### config.mk
export PLATFORM = sky130hd
export DESIGN_NAME = eyemon_lock_qual
export DESIGN_NICKNAME = d
export VERILOG_FILES = /design/src/rtl/eyemon_pkg.sv /design/src/rtl/eyemon_tick_div.sv /design/src/rtl/eyemon_interval.sv /design/src/rtl/eyemon_eval.sv /design/src/rtl/eyemon_lock_qual.sv
export SDC_FILE = /design/constraint.sdc
export NUM_CORES = 1
export LEC_CHECK = 0
export BUFFER_PORTS_ARGS = -buffer_cell sky130_fd_sc_hd__buf_2
export CORE_ASPECT_RATIO = 0.9
export CORE_MARGIN = 1
export CORE_UTILIZATION = 49
export CTS_CLUSTER_DIAMETER = 60
export CTS_CLUSTER_SIZE = 30
export DETAILED_ROUTE_END_ITERATION = 7
export MAX_ROUTING_LAYER = met4
export PLACE_DENSITY = 0.79
export SLEW_MARGIN = 20
export SYNTH_ARGS = -nofsm -noshare
export SYNTH_HDL_FRONTEND = slang
export SYNTH_SLANG_ARGS = --single-unit
export TNS_END_PERCENT = 50
### constraint.sdc
create_clock -name clk -period 2.62 [get_ports clk]
set_clock_uncertainty 0.1 [all_clocks]
set_input_delay 0 -clock clk [delete_from_list [all_inputs] [get_ports clk]]
set_output_delay 0 -clock clk [all_outputs]
set_load 0.03 [all_outputs]
### src/rtl/eyemon_pkg.sv
package eyemon_pkg;
  typedef enum logic {
    MON_IDLE = 1'b0,
    MON_WAIT = 1'b1
  } mon_state_e;

  // Threshold nibbles are scaled by 2**THR_SHIFT before comparison.
  localparam int THR_SHIFT = 2;
endpackage

### src/rtl/eyemon_tick_div.sv
module eyemon_tick_div #(
  parameter int TICK_DIV = 1000
) (
  input  logic clk,
  input  logic rst,
  input  logic run,
  output logic tick
);
  localparam int CW = $clog2(TICK_DIV + 1);
  localparam logic [CW-1:0] LAST = CW'(TICK_DIV - 1);

  logic [CW-1:0] cnt_q;

  assign tick = run && (cnt_q == LAST);

  // Any cycle without run discards the partial base period.
  always_ff @(posedge clk) begin
    if (rst || !run)
      cnt_q <= '0;
    else if (tick)
      cnt_q <= '0;
    else
      cnt_q <= cnt_q + 1'b1;
  end
endmodule

### src/rtl/eyemon_interval.sv
module eyemon_interval #(
  parameter int CNT_W = 4
) (
  input  logic             clk,
  input  logic             rst,
  input  logic             run,
  input  logic             tick,
  input  logic [CNT_W-1:0] limit,
  output logic             expire
);
  localparam int EW = CNT_W + 1;

  logic [CNT_W-1:0] iv_q;
  logic [EW-1:0]    lim_eff;
  logic [EW-1:0]    iv_next;

  assign lim_eff = (limit == '0) ? EW'(1) : {1'b0, limit};
  assign iv_next = {1'b0, iv_q} + EW'(1);
  // >= keeps the counter from running past a lowered limit.
  assign expire  = tick && (iv_next >= lim_eff);

  always_ff @(posedge clk) begin
    if (rst || !run)
      iv_q <= '0;
    else if (expire)
      iv_q <= '0;
    else if (tick)
      iv_q <= iv_q + 1'b1;
  end
endmodule

### src/rtl/eyemon_eval.sv
module eyemon_eval
  import eyemon_pkg::*;
#(
  parameter int VAL_W = 8,
  parameter int THR_W = 4
) (
  input  logic             clk,
  input  logic             rst,
  input  logic             unlock,
  input  logic             capture,
  input  logic [VAL_W-1:0] heo,
  input  logic [VAL_W-1:0] veo,
  input  logic [THR_W-1:0] heo_lock_th,
  input  logic [THR_W-1:0] veo_lock_th,
  input  logic [THR_W-1:0] heo_irq_th,
  input  logic [THR_W-1:0] veo_irq_th,
  output logic             lock_q,
  output logic             evt_q
);
  localparam int SW = THR_W + THR_SHIFT;
  localparam int CW = (VAL_W > SW) ? VAL_W : SW;
  localparam int NAX = 2;

  logic [VAL_W-1:0] val_a  [NAX];
  logic [THR_W-1:0] lth_a  [NAX];
  logic [THR_W-1:0] ith_a  [NAX];
  logic [NAX-1:0]   meets;
  logic [NAX-1:0]   under;
  logic             arm_q;

  assign val_a[0] = heo;
  assign val_a[1] = veo;
  assign lth_a[0] = heo_lock_th;
  assign lth_a[1] = veo_lock_th;
  assign ith_a[0] = heo_irq_th;
  assign ith_a[1] = veo_irq_th;

  // Axis 0 is horizontal, axis 1 vertical; both compare the same way.
  for (genvar g = 0; g < NAX; g++) begin : g_axis
    logic [CW-1:0] v_ext;
    logic [CW-1:0] l_ext;
    logic [CW-1:0] i_ext;
    assign v_ext    = CW'(val_a[g]);
    assign l_ext    = CW'({lth_a[g], {THR_SHIFT{1'b0}}});
    assign i_ext    = CW'({ith_a[g], {THR_SHIFT{1'b0}}});
    assign meets[g] = (v_ext >= l_ext);
    assign under[g] = (v_ext <  i_ext);
  end

  always_ff @(posedge clk) begin
    if (rst) begin
      lock_q <= 1'b0;
      evt_q  <= 1'b0;
      arm_q  <= 1'b1;
    end else begin
      evt_q <= 1'b0;
      if (unlock) begin
        lock_q <= 1'b0;
      end else if (capture) begin
        lock_q <= &meets;
        if (|under) begin
          if (arm_q) evt_q <= 1'b1;
          arm_q <= 1'b0;
        end else begin
          arm_q <= 1'b1;
        end
      end
    end
  end
endmodule

### src/rtl/eyemon_lock_qual.sv
module eyemon_lock_qual
  import eyemon_pkg::*;
#(
  parameter int TICK_DIV = 1000,
  parameter int CNT_W    = 4,
  parameter int THR_W    = 4,
  parameter int VAL_W    = 8
) (
  input  logic             clk,
  input  logic             rst,
  input  logic             cdr_locked,
  input  logic             adapt_done,
  input  logic             mon_en,
  input  logic [CNT_W-1:0] interval_cnt,
  input  logic [THR_W-1:0] heo_lock_th,
  input  logic [THR_W-1:0] veo_lock_th,
  input  logic [THR_W-1:0] heo_irq_th,
  input  logic [THR_W-1:0] veo_irq_th,
  input  logic             acq_override,
  input  logic             acq_kick,
  input  logic             meas_done,
  input  logic [VAL_W-1:0] heo_val,
  input  logic [VAL_W-1:0] veo_val,
  output logic             meas_req,
  output logic             lock_qual,
  output logic             thr_event
);
  mon_state_e state_q;
  logic       acq_pend_q;
  logic       idle;
  logic       armed;
  logic       run;
  logic       tick;
  logic       expire;
  logic       capture;

  assign idle    = (state_q == MON_IDLE);
  assign armed   = cdr_locked && adapt_done && mon_en;
  // A pending acquire takes precedence and restarts the period.
  assign run     = armed && idle && !acq_pend_q;
  assign capture = !idle && meas_done && cdr_locked;

  eyemon_tick_div #(.TICK_DIV(TICK_DIV)) u_div (
    .clk  (clk),
    .rst  (rst),
    .run  (run),
    .tick (tick)
  );

  eyemon_interval #(.CNT_W(CNT_W)) u_ivl (
    .clk    (clk),
    .rst    (rst),
    .run    (run),
    .tick   (tick),
    .limit  (interval_cnt),
    .expire (expire)
  );

  always_ff @(posedge clk) begin
    if (rst || !cdr_locked) begin
      state_q    <= MON_IDLE;
      acq_pend_q <= 1'b0;
    end else begin
      case (state_q)
        MON_IDLE: if (acq_pend_q || expire) state_q <= MON_WAIT;
        MON_WAIT: if (meas_done) state_q <= MON_IDLE;
        default:  state_q <= MON_IDLE;
      endcase
      if (acq_kick && acq_override)
        acq_pend_q <= 1'b1;
      else if (idle && acq_pend_q)
        acq_pend_q <= 1'b0;
    end
  end

  assign meas_req = (state_q == MON_WAIT);

  eyemon_eval #(.VAL_W(VAL_W), .THR_W(THR_W)) u_eval (
    .clk         (clk),
    .rst         (rst),
    .unlock      (!cdr_locked),
    .capture     (capture),
    .heo         (heo_val),
    .veo         (veo_val),
    .heo_lock_th (heo_lock_th),
    .veo_lock_th (veo_lock_th),
    .heo_irq_th  (heo_irq_th),
    .veo_irq_th  (veo_irq_th),
    .lock_q      (lock_qual),
    .evt_q       (thr_event)
  );
endmodule

-- Yosys cells after proc, flatten, opt, wreduce, memory -nomap -nowiden
Index checks and enable logic that the tools add are counted.
- word-level logic and storage cells: 53
- memory bits (read-only): 0
- output and inout bits: 3
- bits in registers: 19
- memories kept: 0
- bits of input ports: 44
- latch bits: 0
- memory bits (writable): 0
- shifts and indexed selects: 0
- divide/modulo/power cells: 0
- eq/ne operators: 1
- bitwise gates (word level): 4
- $lt $le $gt $ge: 5
- $mul: 0
- muxes and demuxes: 8
- $add $sub $neg: 3
- reduce and logical (&&, ||, !) cells: 25
- operator list (operator ; number):
    >= comparator 8 x 6 -> 1 bit ; 2
    less-than comparator 8 x 6 -> 1 bit ; 2
    adder 10 x 1 -> 10 bit (second input constant) ; 1
    == test 10 bit (second input constant) ; 1
    logical AND 1 bit ; 10
    OR reduction 2 bit ; 4
    two-way mux 1 bit ; 6
    adder 4 x 1 -> 5 bit (second input constant) ; 1
    >= comparator 5 bit ; 1
    adder 4 x 1 -> 4 bit (second input constant) ; 1
    zero test 4 bit ; 1
    two-way mux 4 bit ; 1
    NOT 1 bit ; 4
    AND reduction 2 bit ; 2
    OR reduction 4 bit ; 1
    zero test 1 bit ; 3
    logical OR 1 bit ; 3
    one-hot mux 1 bit (2 select lines) ; 1
    nonzero test 2 bit ; 1

-- Depth between registers and ports, before layout
- word-level depth: 9
- mapped depth: 8
- mapped depth without buffers: 8

-- Hierarchy
From an unflattened synthesis, not the netlist that was laid out.
- cell total of the unflattened synthesis: 159
- area, all modules: 1388.8 um^2
- by module, submodules not included (module ; instances ; cells an instance ; area each (um^2)):
    eyemon_eval ; 1 ; 60 ; 488.0
    eyemon_tick_div ; 1 ; 51 ; 476.7
    eyemon_interval ; 1 ; 37 ; 325.3
    eyemon_lock_qual ; 1 ; 11 ; 98.8

-- Least setup slack after synthesis
OpenSTA, ideal clock, no wires.
- path type: register -> register
- start: register state_q (netlist: meas_req)
- end: register u_ivl.iv_q[3]
- path buffers: 0
- stages on the path, launching flop included: 5
- required time: 2450 ps
- arrival time: 1953 ps
- setup slack: 497 ps
- path through: dfxtp_1 or3_1 or4_4 or4b_1 a21oi_1
- cells in the longest elaborated chain, start to end: 6
- elaborated cells on any way between the ends: 8
- ends and longest elaborated chain (what ; RTL line ; source):
    start: declaration ; eyemon_lock_qual.sv:28 ; mon_state_e state_q;
    start signal: assignment ; eyemon_lock_qual.sv:61 ; state_q <= MON_IDLE;
    start signal: assignment ; eyemon_lock_qual.sv:65 ; MON_IDLE: if (acq_pend_q || expire) state_q <= MON_WAIT;
    start signal: assignment ; eyemon_lock_qual.sv:66 ; MON_WAIT: if (meas_done) state_q <= MON_IDLE;
    NOT 1 bit * ; - ;
    logical AND 1 bit * (2 in a row) ; eyemon_lock_qual.sv:40 ; assign run = armed && idle && !acq_pend_q;
    logical AND 1 bit or zero test 1 bit (tied branches) ; eyemon_tick_div.sv:14, eyemon_interval.sv:23 ;
    logical AND 1 bit or logical OR 1 bit (tied branches) ; eyemon_interval.sv:20, eyemon_interval.sv:23 ;
    OR reduction 2 bit (no line) ; - ;
    end signal: assignment ; eyemon_interval.sv:28 ; iv_q <= iv_q + 1'b1;
    end: declaration ; eyemon_interval.sv:13 ; logic [CNT_W-1:0] iv_q;
Every way passes the cells marked *; elsewhere a longest branch is shown, timed or not.
A chain may end at the register's enable or synchronous reset.

-- Worst setup path after layout
- start: input heo_val[7]
- end: register u_eval.lock_q
- cells in the longest elaborated chain, start to end: 2
- ends and longest elaborated chain (what ; RTL line ; source):
    start: declaration ; eyemon_lock_qual.sv:22 ; input logic [VAL_W-1:0] heo_val,
    >= comparator 8 x 6 -> 1 bit ; eyemon_eval.sv:46 ; assign meets[g] = (v_ext >= l_ext);
    AND reduction 2 bit ; eyemon_eval.sv:60 ; lock_q <= &meets;
    end signal: assignment ; eyemon_eval.sv:60 ;
    end: declaration ; eyemon_eval.sv:17 ; output logic lock_q,
Every way passes these cells.

==> flow_summary_export.csv <==
group,metric,value,unit
setup_path,crit_top_cell,"dlygate4sd3_1",
setup_path,max_stage_delay,0.61,ns
logic_synthesis,async_reset_ff_share,0,%
clock_tree,htree_levels,1,
cells_and_area,fin_nets,285,
clock_tree,cts_tree,"done",
sta,report.final.slew_viol_count,0,
die,die_h,51.6,um
setup_path,crit_path_top_delay_cell,"dlygate4sd3_1",
logic_synthesis,yosysWarnings,0,
cells_and_area,antennaDiodeCount,0,
die,core,2530,sq um
logic_synthesis,avgSynthCellArea,8.38,sq um
logic_synthesis,syn_area,1340,sq um
sta,whs,0.0389,ns
setup_path,path_depth,8,
placement,dpl_worst_slack,0.322,ns
setup_path,path_cells,"dlygate4sd3_1, buf_2, a2111oi_0, dlygate4sd3_1, o21ai_0, nand3_1, dlygate4sd3_1, nand2_1",
placement,io_buffers,46,
setup_path,setup.worst_path.end,"u_eval.lock_q",
clock_tree,clk-insertion-delay-late,0.30,ns
logic_synthesis,syn-num-nets,224,
sta,period_minus_slack,2.35,ns
detailed_routing,drt_wl_total,3.00,mm
global_routing,grt_pass1_wl,5.32,mm
detailed_routing,vias,1329,
die,fp-row-count,17,
setup_path,worstSetupPathType,"in2reg",
cells_and_area,layout_common_cells,"46 x buf_2, 21 x inv_1, 20 x ha_1",
cells_and_area,finalInstanceArea,1740,sq um
logic_synthesis,synth_edf_count,0,
clock_tree,cts.sink_count,19,
status,outcome,"finished with violations",
power_and_ir_drop,p_leak,0.873,nW
global_routing,grt_pass1_vias,1308,
die,dieWidth,57.1,um
clock_tree,clock_path_buffers,2,
global_routing,grt_max_degree,12,
sta,setup_viol_count_final,0,
flow_run,cap_violations,0,
setup_path,r2r_start,"u_ivl.iv_q[0]",
global_routing,overflow,0,
setup_path,timing.rr.end,"u_ivl.iv_q[3]",
logic_synthesis,synth_area_leaders,"dfxtp_1 28%, ha_1 19%, inv_1 5.9%, nand3_1 4.1%, xor2_1 3.9%",
global_routing,track_usage,23.7,%
power_and_ir_drop,max-vdd-ir-drop,0.197,mV
detailed_routing,first_iter_violations,34,
logic_synthesis,synth_top_area_share,28.4,%
setup_path,worstSetupStartpointType,"input port",
sta,worst_pin_slew,0.404,ns
clock_tree,cts_root_buffer,"clkbuf_4",
setup_path,cp-end-kind,"register",
cells_and_area,layout_commonest_cell,"buf_2",
detailed_routing,viasPerCell,5.36,
cells_and_area,syn_to_final_growth,29.8,%
status,violations,"DRC",
die,initial_utilization,52.9,%
setup_path,rr_worst_depth,7,
setup_path,cp_top_family,"buffers and inverters",
logic_synthesis,ys_ff_latch,19,
sta,hold_viol,0,
placement,dpl.hpwl,2.35,mm
clock_tree,cts_inserted_buffers,3,
cells_and_area,drive_above_1_share,25.0,%
sta,period_share,89.7,%
worst_hold_path,hold_path_class,"in2reg",
setup_path,critical_path_required,2.71,ns
die,ios,47,
detailed_routing,routedWlPerCell,12.1,um
logic_synthesis,yosysUniqueCellTypes,33,
clock_tree,cts_resized,0,
logic_synthesis,syn_inst,160,
sta,fin_ws,0.269,ns
sta,maxSlewHeadroom,72.7,%
logic_synthesis,ys_seq_area_share,28.4,%
setup_path,critPathBufInv,4,
setup_path,r2r_slack,0.28,ns
detailed_routing,drtPass1Iterations,6,
setup_path,cp_max_fo,2,
power_and_ir_drop,powerDensity,312,nW/um^2
sta,tns,0,ns
placement,dpl_cell_area,1600,sq um
placement,gp_congestion,0.798,
detailed_routing,drc,2,
setup_path,worstSetupStartpoint,"heo_val[7]",
global_routing,antenna_found_initial,0,
logic_synthesis,synthFlopType,"dfxtp_1",
detailed_routing,final_antenna_net_count,0,
setup_path,cp.arrival,2.44,ns
cells_and_area,stdcell_count,248,
sta,rsz0062_at_grt,"false",
logic_synthesis,yosysTopAreaCell,"dfxtp_1",
placement,placed_cells,233,
die,dieArea,2950,sq um
clock_tree,clk_pin_slew,0.10,ns
sta,fmax,0.425,GHz
## synthesized netlist by cell type (all sizes together) (3+ instances only)
library cell,instances
and3,4
nand2,9
nand3,11
dfxtp,19
nor2b,4
a21oi,9
ha,20
a22oi,3
inv,21
xor2,6
o21ai,10
nor3,3
or3,4
nor2,13
## worst min-delay path, cell delays in order
cell	delay, ns
buf_2	0.13
nor2b_1	0.16
o311a_2	0.11
## worst min path at each step
stage	startpoint	endpoint	slack [ns]	cells after the start
global route	cdr_locked	meas_req	0.04	3
finish	cdr_locked	meas_req	0.04	3
floorplan	rst	u_eval.arm_q	-0.0003	2
detailed placement	rst	u_eval.arm_q	0.14	3
global placement	rst	u_eval.arm_q	0.11	3
CTS	cdr_locked	meas_req	0.03	3
## kinds of logic (layout without fill, tap and decap cells)
| kind of cell | count (synthesis) | in the layout | share of synthesized area [%] |
|---|---|---|---|
| AND/OR/NAND/NOR | 59 | 59 | 24.8 |
| AO/OA/AOI/OAI | 32 | 32 | 16.7 |
| adder cells (fa/ha/maj) | 20 | 20 | 18.7 |
| flip-flops | 19 | 19 | 28.4 |
| XOR/XNOR | 8 | 8 | 5.23 |
| buffers and inverters | 22 | 82 | 6.16 |
## layer usage
layer / up-vias / global-route usage (%) / part of all wire, %
li1: 693 / - / -
met1: 594 / 25.2 / 44
met2: 34 / 44.3 / 49
met3: 8 / 4.73 / 3.3
met4: 0 / 8.13 / 3.2
met5: - / - / 0
## where the power goes
group          switching, W  internal (W)
combinational     0.0000482     0.0000579
sequential       0.00000134      0.000290
clock             0.0000891     0.0000568
## state kept, by name, indices dropped and copies added, names as in the netlist
signal         count
u_eval.arm_q       1
u_eval.evt_q       1
u_eval.lock_q      1
acq_pend_q         1
u_div.cnt_q       10
u_ivl.iv_q         4
meas_req           1
## through the flow
step                utilization, %  total power (W)
floorplan                        -         0.000345
global placement              63.3         0.000386
detailed placement            63.3         0.000393
CTS                           68.7         0.000546
global route                  68.7         0.000572
finish                        68.7         0.000543
## repair_timing
action / CTS / global route
buffers inserted: 0 / 0
endpoints found under the hold margin: 5 / 0
hold buffers: 11 / 0
endpoints found under the setup margin: 0 / 0
## cell type report
type / count / area [sq um]
clock buffer: 3 / 22.5
timing repair buffer: 57 / 340
sequential: 19 / 380
fill: 212 / 792
clock inverter: 1 / 5.00
multi-input combinational: 119 / 877
inverter: 21 / 78.8
tap: 28 / 35.0
(Power assumes the default switching activity.)
